### config.mk
export PLATFORM = sky130hd
export DESIGN_NAME = msgobj_ctrl_bank
export DESIGN_NICKNAME = d
export VERILOG_FILES = /design/src/rtl/msgobj_bank_pkg.sv /design/src/rtl/msgobj_ctrl_elem.sv /design/src/rtl/msgobj_slot.sv /design/src/rtl/msgobj_ctrl_bank.sv
export SDC_FILE = /design/constraint.sdc
export NUM_CORES = 2
export LEC_CHECK = 0
export ABC_AREA = 1
export BUFFER_PORTS_ARGS = -buffer_cell sky130_fd_sc_hd__buf_2
export CORE_ASPECT_RATIO = 1.75
export CORE_MARGIN = 2
export CORE_UTILIZATION = 30
export CTS_CLUSTER_DIAMETER = 80
export DETAILED_ROUTE_END_ITERATION = 8
export GPL_TIMING_DRIVEN = 0
export MAX_ROUTING_LAYER = met4
export SLEW_MARGIN = 15
export SYNTH_ARGS = -nofsm -noshare
export SYNTH_HDL_FRONTEND = slang
export SYNTH_SLANG_ARGS = --single-unit
export TNS_END_PERCENT = 50
### constraint.sdc
create_clock -name clk -period 2.6 [get_ports clk]
set_input_delay 0.39 -clock clk [delete_from_list [all_inputs] [get_ports clk]]
set_output_delay 0.39 -clock clk [all_outputs]
set_load 0.02 [all_outputs]
### src/rtl/msgobj_bank_pkg.sv
package msgobj_bank_pkg;

    localparam int DATA_W  = 16;
    localparam int N_ELEMS = 4;
    localparam int DLC_W   = 4;
    localparam int PTR_W   = 4;
    localparam int FCNT_W  = DATA_W - 2 * N_ELEMS;
    localparam int CFGL_W  = DLC_W + 4;
    localparam int CFGH_W  = 2 * PTR_W;

    typedef enum logic [1:0] {
        CODE_RSVD = 2'b00,
        CODE_CLR  = 2'b01,
        CODE_SET  = 2'b10,
        CODE_KEEP = 2'b11
    } code_t;

    typedef enum logic [1:0] {
        SUB_CTRL = 2'd0,
        SUB_CFGL = 2'd1,
        SUB_CFGH = 2'd2,
        SUB_RSVD = 2'd3
    } sub_t;

    typedef struct packed {
        logic node;
        logic ext;
        logic dir;
    } staged_t;

    typedef struct packed {
        logic [PTR_W-1:0] tx_ptr;
        logic [PTR_W-1:0] rx_ptr;
        logic             rmon;
        logic [DLC_W-1:0] dlc;
    } plain_cfg_t;

    function automatic logic next_elem(input logic cur, input code_t code);
        case (code)
            CODE_SET: return 1'b1;
            CODE_CLR: return 1'b0;
            default:  return cur;
        endcase
    endfunction

    function automatic logic [1:0] read_code(input logic state);
        return state ? CODE_SET : CODE_CLR;
    endfunction

    function automatic logic ctrl_fields_legal(input logic [2*N_ELEMS-1:0] f);
        logic ok;
        ok = 1'b1;
        for (int i = 0; i < N_ELEMS; i++) begin
            if (f[2*i +: 2] != CODE_CLR && f[2*i +: 2] != CODE_SET) ok = 1'b0;
        end
        return ok;
    endfunction

endpackage

### src/rtl/msgobj_ctrl_elem.sv
module msgobj_ctrl_elem
    import msgobj_bank_pkg::*;
(
    input  logic  clk,
    input  logic  rst,
    input  logic  wr_en,
    input  code_t code,
    output logic  state
);

    logic state_q;

    always_ff @(posedge clk) begin
        if (rst) state_q <= 1'b0;
        else if (wr_en) state_q <= next_elem(state_q, code);
    end

    assign state = state_q;

    AST_CODE_SETS: assert property (@(posedge clk) disable iff (rst)
        (wr_en && code == CODE_SET) |=> state) else $error("set code ignored");

    AST_CODE_CLEARS: assert property (@(posedge clk) disable iff (rst)
        (wr_en && code == CODE_CLR) |=> !state) else $error("clear code ignored");

    AST_CODE_KEEPS: assert property (@(posedge clk) disable iff (rst)
        (wr_en && (code == CODE_KEEP || code == CODE_RSVD)) |=> $stable(state))
        else $error("keep code changed element");

endmodule

### src/rtl/msgobj_slot.sv
module msgobj_slot
    import msgobj_bank_pkg::*;
(
    input  logic              clk,
    input  logic              rst,
    input  logic              wr_ctrl,
    input  logic              wr_cfgl,
    input  logic              wr_cfgh,
    input  logic [DATA_W-1:0] wr_ctrl_data,
    input  logic [CFGL_W-1:0] wr_cfgl_data,
    input  logic [CFGH_W-1:0] wr_cfgh_data,
    output logic [DATA_W-1:0] ctrl_word,
    output logic [CFGL_W-1:0] cfgl_word,
    output logic [CFGH_W-1:0] cfgh_word
);

    logic [N_ELEMS-1:0] elem_state;
    logic [FCNT_W-1:0]  fcnt_q;
    staged_t            shadow_q;
    staged_t            active_q;
    plain_cfg_t         plain_q;
    logic               commit;

    // element 0 is the valid element; its code gates the commit
    generate
        for (genvar e = 0; e < N_ELEMS; e++) begin : g_elem
            msgobj_ctrl_elem i_elem (
                .clk   (clk),
                .rst   (rst),
                .wr_en (wr_ctrl),
                .code  (code_t'(wr_ctrl_data[2*e +: 2])),
                .state (elem_state[e])
            );
            assign ctrl_word[2*e +: 2] = read_code(elem_state[e]);
        end
    endgenerate

    assign ctrl_word[DATA_W-1:2*N_ELEMS] = fcnt_q;
    assign commit = wr_ctrl && (code_t'(wr_ctrl_data[1:0]) == CODE_SET);

    always_ff @(posedge clk) begin
        if (rst) begin
            fcnt_q   <= '0;
            shadow_q <= '0;
            active_q <= '0;
            plain_q  <= '0;
        end else begin
            if (wr_ctrl) fcnt_q <= wr_ctrl_data[DATA_W-1:2*N_ELEMS];
            if (wr_cfgl) begin
                plain_q.dlc   <= wr_cfgl_data[DLC_W-1:0];
                plain_q.rmon  <= wr_cfgl_data[DLC_W];
                shadow_q.dir  <= wr_cfgl_data[DLC_W+1];
                shadow_q.ext  <= wr_cfgl_data[DLC_W+2];
                shadow_q.node <= wr_cfgl_data[DLC_W+3];
            end
            if (wr_cfgh) begin
                plain_q.rx_ptr <= wr_cfgh_data[PTR_W-1:0];
                plain_q.tx_ptr <= wr_cfgh_data[CFGH_W-1:PTR_W];
            end
            if (commit) active_q <= shadow_q;
        end
    end

    assign cfgl_word = {active_q.node, active_q.ext, active_q.dir, plain_q.rmon, plain_q.dlc};
    assign cfgh_word = {plain_q.tx_ptr, plain_q.rx_ptr};

    AST_STAGED_HOLD: assert property (@(posedge clk) disable iff (rst)
        !commit |=> $stable(active_q)) else $error("active bits moved without commit");

    AST_COMMIT_COPY: assert property (@(posedge clk) disable iff (rst)
        commit |=> (active_q == $past(shadow_q))) else $error("commit lost shadow value");

    AST_PLAIN_DLC: assert property (@(posedge clk) disable iff (rst)
        wr_cfgl |=> (cfgl_word[DLC_W-1:0] == $past(wr_cfgl_data[DLC_W-1:0])))
        else $error("length code not written");

    AST_FCNT_WRITE: assert property (@(posedge clk) disable iff (rst)
        wr_ctrl |=> (ctrl_word[DATA_W-1:2*N_ELEMS] == $past(wr_ctrl_data[DATA_W-1:2*N_ELEMS])))
        else $error("frame counter not written");

endmodule

### src/rtl/msgobj_ctrl_bank.sv
module msgobj_ctrl_bank
    import msgobj_bank_pkg::*;
#(
    parameter int NUM_SLOTS = 32,
    localparam int SLOT_W   = $clog2(NUM_SLOTS),
    localparam int ADDR_W   = SLOT_W + 2
) (
    input  logic              clk,
    input  logic              rst,
    input  logic [ADDR_W-1:0] addr,
    input  logic              wr_en,
    input  logic [DATA_W-1:0] wr_data,
    output logic [DATA_W-1:0] rd_data
);

    logic [SLOT_W-1:0] slot_idx;
    sub_t              sub;
    logic [DATA_W-1:0] ctrl_words [NUM_SLOTS];
    logic [CFGL_W-1:0] cfgl_words [NUM_SLOTS];
    logic [CFGH_W-1:0] cfgh_words [NUM_SLOTS];

    assign slot_idx = addr[ADDR_W-1:2];
    assign sub      = sub_t'(addr[1:0]);

    generate
        for (genvar s = 0; s < NUM_SLOTS; s++) begin : g_slot
            logic hit;
            assign hit = wr_en && (slot_idx == SLOT_W'(s));
            msgobj_slot i_slot (
                .clk          (clk),
                .rst          (rst),
                .wr_ctrl      (hit && sub == SUB_CTRL),
                .wr_cfgl      (hit && sub == SUB_CFGL),
                .wr_cfgh      (hit && sub == SUB_CFGH),
                .wr_ctrl_data (wr_data),
                .wr_cfgl_data (wr_data[CFGL_W-1:0]),
                .wr_cfgh_data (wr_data[CFGH_W-1:0]),
                .ctrl_word    (ctrl_words[s]),
                .cfgl_word    (cfgl_words[s]),
                .cfgh_word    (cfgh_words[s])
            );
        end
    endgenerate

    always_comb begin
        rd_data = '0;
        case (sub)
            SUB_CTRL: rd_data = ctrl_words[slot_idx];
            SUB_CFGL: rd_data = DATA_W'(cfgl_words[slot_idx]);
            SUB_CFGH: rd_data = DATA_W'(cfgh_words[slot_idx]);
            default:  rd_data = '0;
        endcase
    end

    AST_CTRL_READ_LEGAL: assert property (@(posedge clk) disable iff (rst)
        (sub == SUB_CTRL) |-> ctrl_fields_legal(rd_data[2*N_ELEMS-1:0]))
        else $error("illegal control read code");

    AST_RSVD_READ_ZERO: assert property (@(posedge clk) disable iff (rst)
        (sub == SUB_RSVD) |-> (rd_data == '0)) else $error("reserved word not zero");

    AST_CFG_UPPER_ZERO: assert property (@(posedge clk) disable iff (rst)
        (sub == SUB_CFGL || sub == SUB_CFGH) |-> (rd_data[DATA_W-1:CFGL_W] == '0))
        else $error("reserved config bits set");

endmodule

==> flow_metrics.env <==
export IMPL_max_slew_margin_pct=6.03
export IMPL_r2r_cells=2
export IMPL_fp_coreArea_sq_um=148000
export IMPL_dp_worst_setup_slack_ns=-1.63
export IMPL_crit_buf_inv=3
export IMPL_final_min_clock_period_ns=2.82
export IMPL_min_path_type="in -> reg"
export IMPL_synth_warnings=0
export IMPL_maxCapViolations=0
export IMPL_start_kind="primary input"
export IMPL_antenna_found_initial=11
export IMPL_synth_common_cells="nand2_1 (2107), dfxtp_1 (992), nor2_1 (762)"
export IMPL_gp_congestion=1.14
export IMPL_ant_nets=0
export IMPL_worst_setup_path_type="in -> out"
export IMPL_grt_setup_unrepaired="true"
export IMPL_drt_wirelength_per_cell_microns=32.5
export IMPL_cts_made_buffers=97
export IMPL_cpPeakStageDelay_ns=0.77
export IMPL_whs_path_depth=3
export IMPL_dpl_hpwl_microns=213000
export IMPL_fp_dieArea_sq_um=152000
export IMPL_drc=0
export IMPL_clk_pin_slew_ns=0.07
export IMPL_whs_endpoint="g_slot[23].i_slot.fcnt_q[0]$_SDFFE_PP0P_"
export IMPL_synth_seq_cells=992
export IMPL_r2r_end="g_slot[26].i_slot.g_elem[2].i_elem.state$_SDFFE_PP0P_"
export IMPL_cts_sinks=992
export IMPL_grt_pass1_vias=46300
export IMPL_setup_ws_ns=-0.220
export IMPL_io_buffers=38
export IMPL_path_cells="buf_2 > clkbuf_1 > a21oi_4 > nand2_2 > nand3_4 > nand3_4 > buf_6"
export IMPL_ff2ff_setup_slack_ns=1.81
export IMPL_synth_area_top_cells="dfxtp_1 (45%), nand2_1 (18%), a21oi_1 (7.3%)"
export IMPL_run_status="finished, violations left"
export IMPL_h_tree_depth=3
export IMPL_setup_tns_ns=-2.83
export IMPL_period_share_pct=108
export IMPL_fp_dieW_microns=295
export IMPL_grt_overflow=0
export IMPL_cp_arrival_ns=2.43
export IMPL_syn_cell_area_sq_um=44600
export IMPL_r2r_start="g_slot[26].i_slot.g_elem[2].i_elem.state$_SDFFE_PP0P_"
export IMPL_maxSlewViolCount=0
export IMPL_synth_most_common_cell="nand2_1"
export IMPL_worst_slew_pin_slew_ns=1.41
export IMPL_cts_tree="done"
export IMPL_cp_slowest_cell="clkbuf_1"
export IMPL_grt_max_degree=20
export IMPL_peakVddDrop_v=0.000580
export IMPL_grt_first_pass_wirelength_microns=379000
export IMPL_p_leak_nw=19.4
export IMPL_fillers=16104
export IMPL_path_max_fanout=10
export IMPL_violations="negative setup slack"
export IMPL_num_rows=187
export IMPL_cpMostUsedCell="nand3_4"
export IMPL_vias=49488
export IMPL_cts_buffer_depth=3
export IMPL_avgSynthCellArea_sq_um=6.86
export IMPL_cp_end_kind="output pin"
export IMPL_first_pass_iters=8
export IMPL_yosysTopAreaCell="dfxtp_1"
export IMPL_hp_start="wr_data[8]"
export IMPL_ios=42
export IMPL_drive_above_1_share_pct=12.0
export IMPL_syn_inst=6494
export IMPL_clk_latency_ns=0.76
export IMPL_dr_first_iter_drc_count=6183
export IMPL_synth_edf_count=0
export IMPL_report_power_total_w=0.0349
export IMPL_viasPerCell=5.66
export IMPL_final_nets=6700
export IMPL_die_h_microns=514
export IMPL_setup_viol=61
export IMPL_synth_cell_type_count=25
export IMPL_finalClockSkew_ns=0.0252
export IMPL_crit_family="buffers and inverters"
export IMPL_gr_usage_all_layers_pct=37.7
export IMPL_wirelength_microns=284000
export IMPL_power_density_nw_per_um2=652
export IMPL_syn_to_final_growth_pct=20.1
export IMPL_synthFlopType="dfxtp_1"
export IMPL_worstPathRequired_ns=2.21
export IMPL_start_util_pct=30.1
export IMPL_synth_top_area_share_pct=44.6
export IMPL_ys_seq_area_share_pct=44.6
export IMPL_final_hold_viol_count=0
export IMPL_clockRootBuffer="clkbuf_16"
export IMPL_synthArstFlopShare_pct=0
export IMPL_synth_nets=6525
export IMPL_fmax_mhz=355
how the worst max path moves through the flow:
stage | from | to | cells after the start
floorplan | addr[2] | rd_data[11] | 10
global placement | addr[2] | rd_data[4] | 12
detailed placement | addr[3] | rd_data[1] | 13
CTS | addr[2] | rd_data[6] | 14
global route | addr[2] | rd_data[6] | 15
finish | addr[6] | rd_data[6] | 7
registers in the layout, indices dropped and copies added, names as in the netlist:
name	cells
g_slot.i_slot.fcnt_q	256
g_slot.i_slot.g_elem.i_elem.state	128
g_slot.i_slot.shadow_q	96
g_slot.i_slot.cfgh_word	256
g_slot.i_slot.cfgl_word	256
cell usage in the layout (no fill, tap or decap), drive strengths merged:
cell type      instances
nand3                232
clkinv                23
nand2               2112
bufinv                13
dlygate4sd3            3
clkdlybuf4s15          1
buf                  273
diode                 10
nor2                 804
clkbuf               477
a211oi               406
inv                  322
dfxtp                992
o22ai                 32
ha                     5
a22oi                 55
a21oi                650
clkinvlp               5
nand4                168
o21ai                177
report_power, final:
part / total, W / internal, W / switching [W] / leakage (nW)
clock: 0.0161 / 0.00896 / 0.00711 / 1.69
combinational: 0.00357 / 0.000612 / 0.00296 / 9.76
sequential: 0.0152 / 0.0152 / 0.0000207 / 7.99
total: 0.0349 / 0.0248 / 0.0101 / 19.4
worst min-delay path, stage by stage:
cell and delay, ns:
buf_2 0.16, nor2_1 0.12, a211oi_1 0.05
final cells by class:
cell class	instances	area [sq um]	area share [%]
clock buffer	141	2860	5.35
inverter	324	1250	2.33
tap	1984	2480	4.64
antenna	10	25.0	0.0468
multi-input combinational	4641	22100	41.3
timing repair buffer	86	890	1.66
sequential	992	19900	37.1
buffer	527	3420	6.39
clock inverter	39	588	1.10
cell families after synthesis:
| kind of cell | after synthesis | synth area share (%) |
|---|---|---|
| and+or+nand+nor | 3316 | 30.1 |
| DFF | 992 | 44.6 |
| adders and majority gates | 5 | 0.140 |
| AOI/OAI and AO/OA | 1320 | 17.5 |
| buffers and inverters | 861 | 7.72 |
layer usage:
layer	vias to the layer above	GRT usage, %	wire length, microns
met2	2966	59.2	129000
met1	23682	39.2	98100
met3	1188	7.79	23500
met5	-	-	0
li1	21652	-	-
met4	0	35.2	33300
per-stage QoR:
stage               utilization (%)  instance area, sq um  std cells  hold slack [ns]
floorplan                         -                 44600       6494            0.434
global placement               31.9                 47200       8516            0.445
detailed placement             32.0                 47400       8519            0.445
CTS                            35.9                 53100       8728         0.000689
global route                   36.2                 53500       8740           0.0152
finish                         36.2                 53500       8744           0.0136
what timing repair did:
item,CTS,global route
cloned,2,0
hold buffers,3,0
hold endpoints to repair,5,0
pin swaps,55,42
gates resized for setup,566,109
endpoints found under the setup margin,217,72
setup buffers,33,8
No activity file was read; power rests on OpenSTA's default activity.
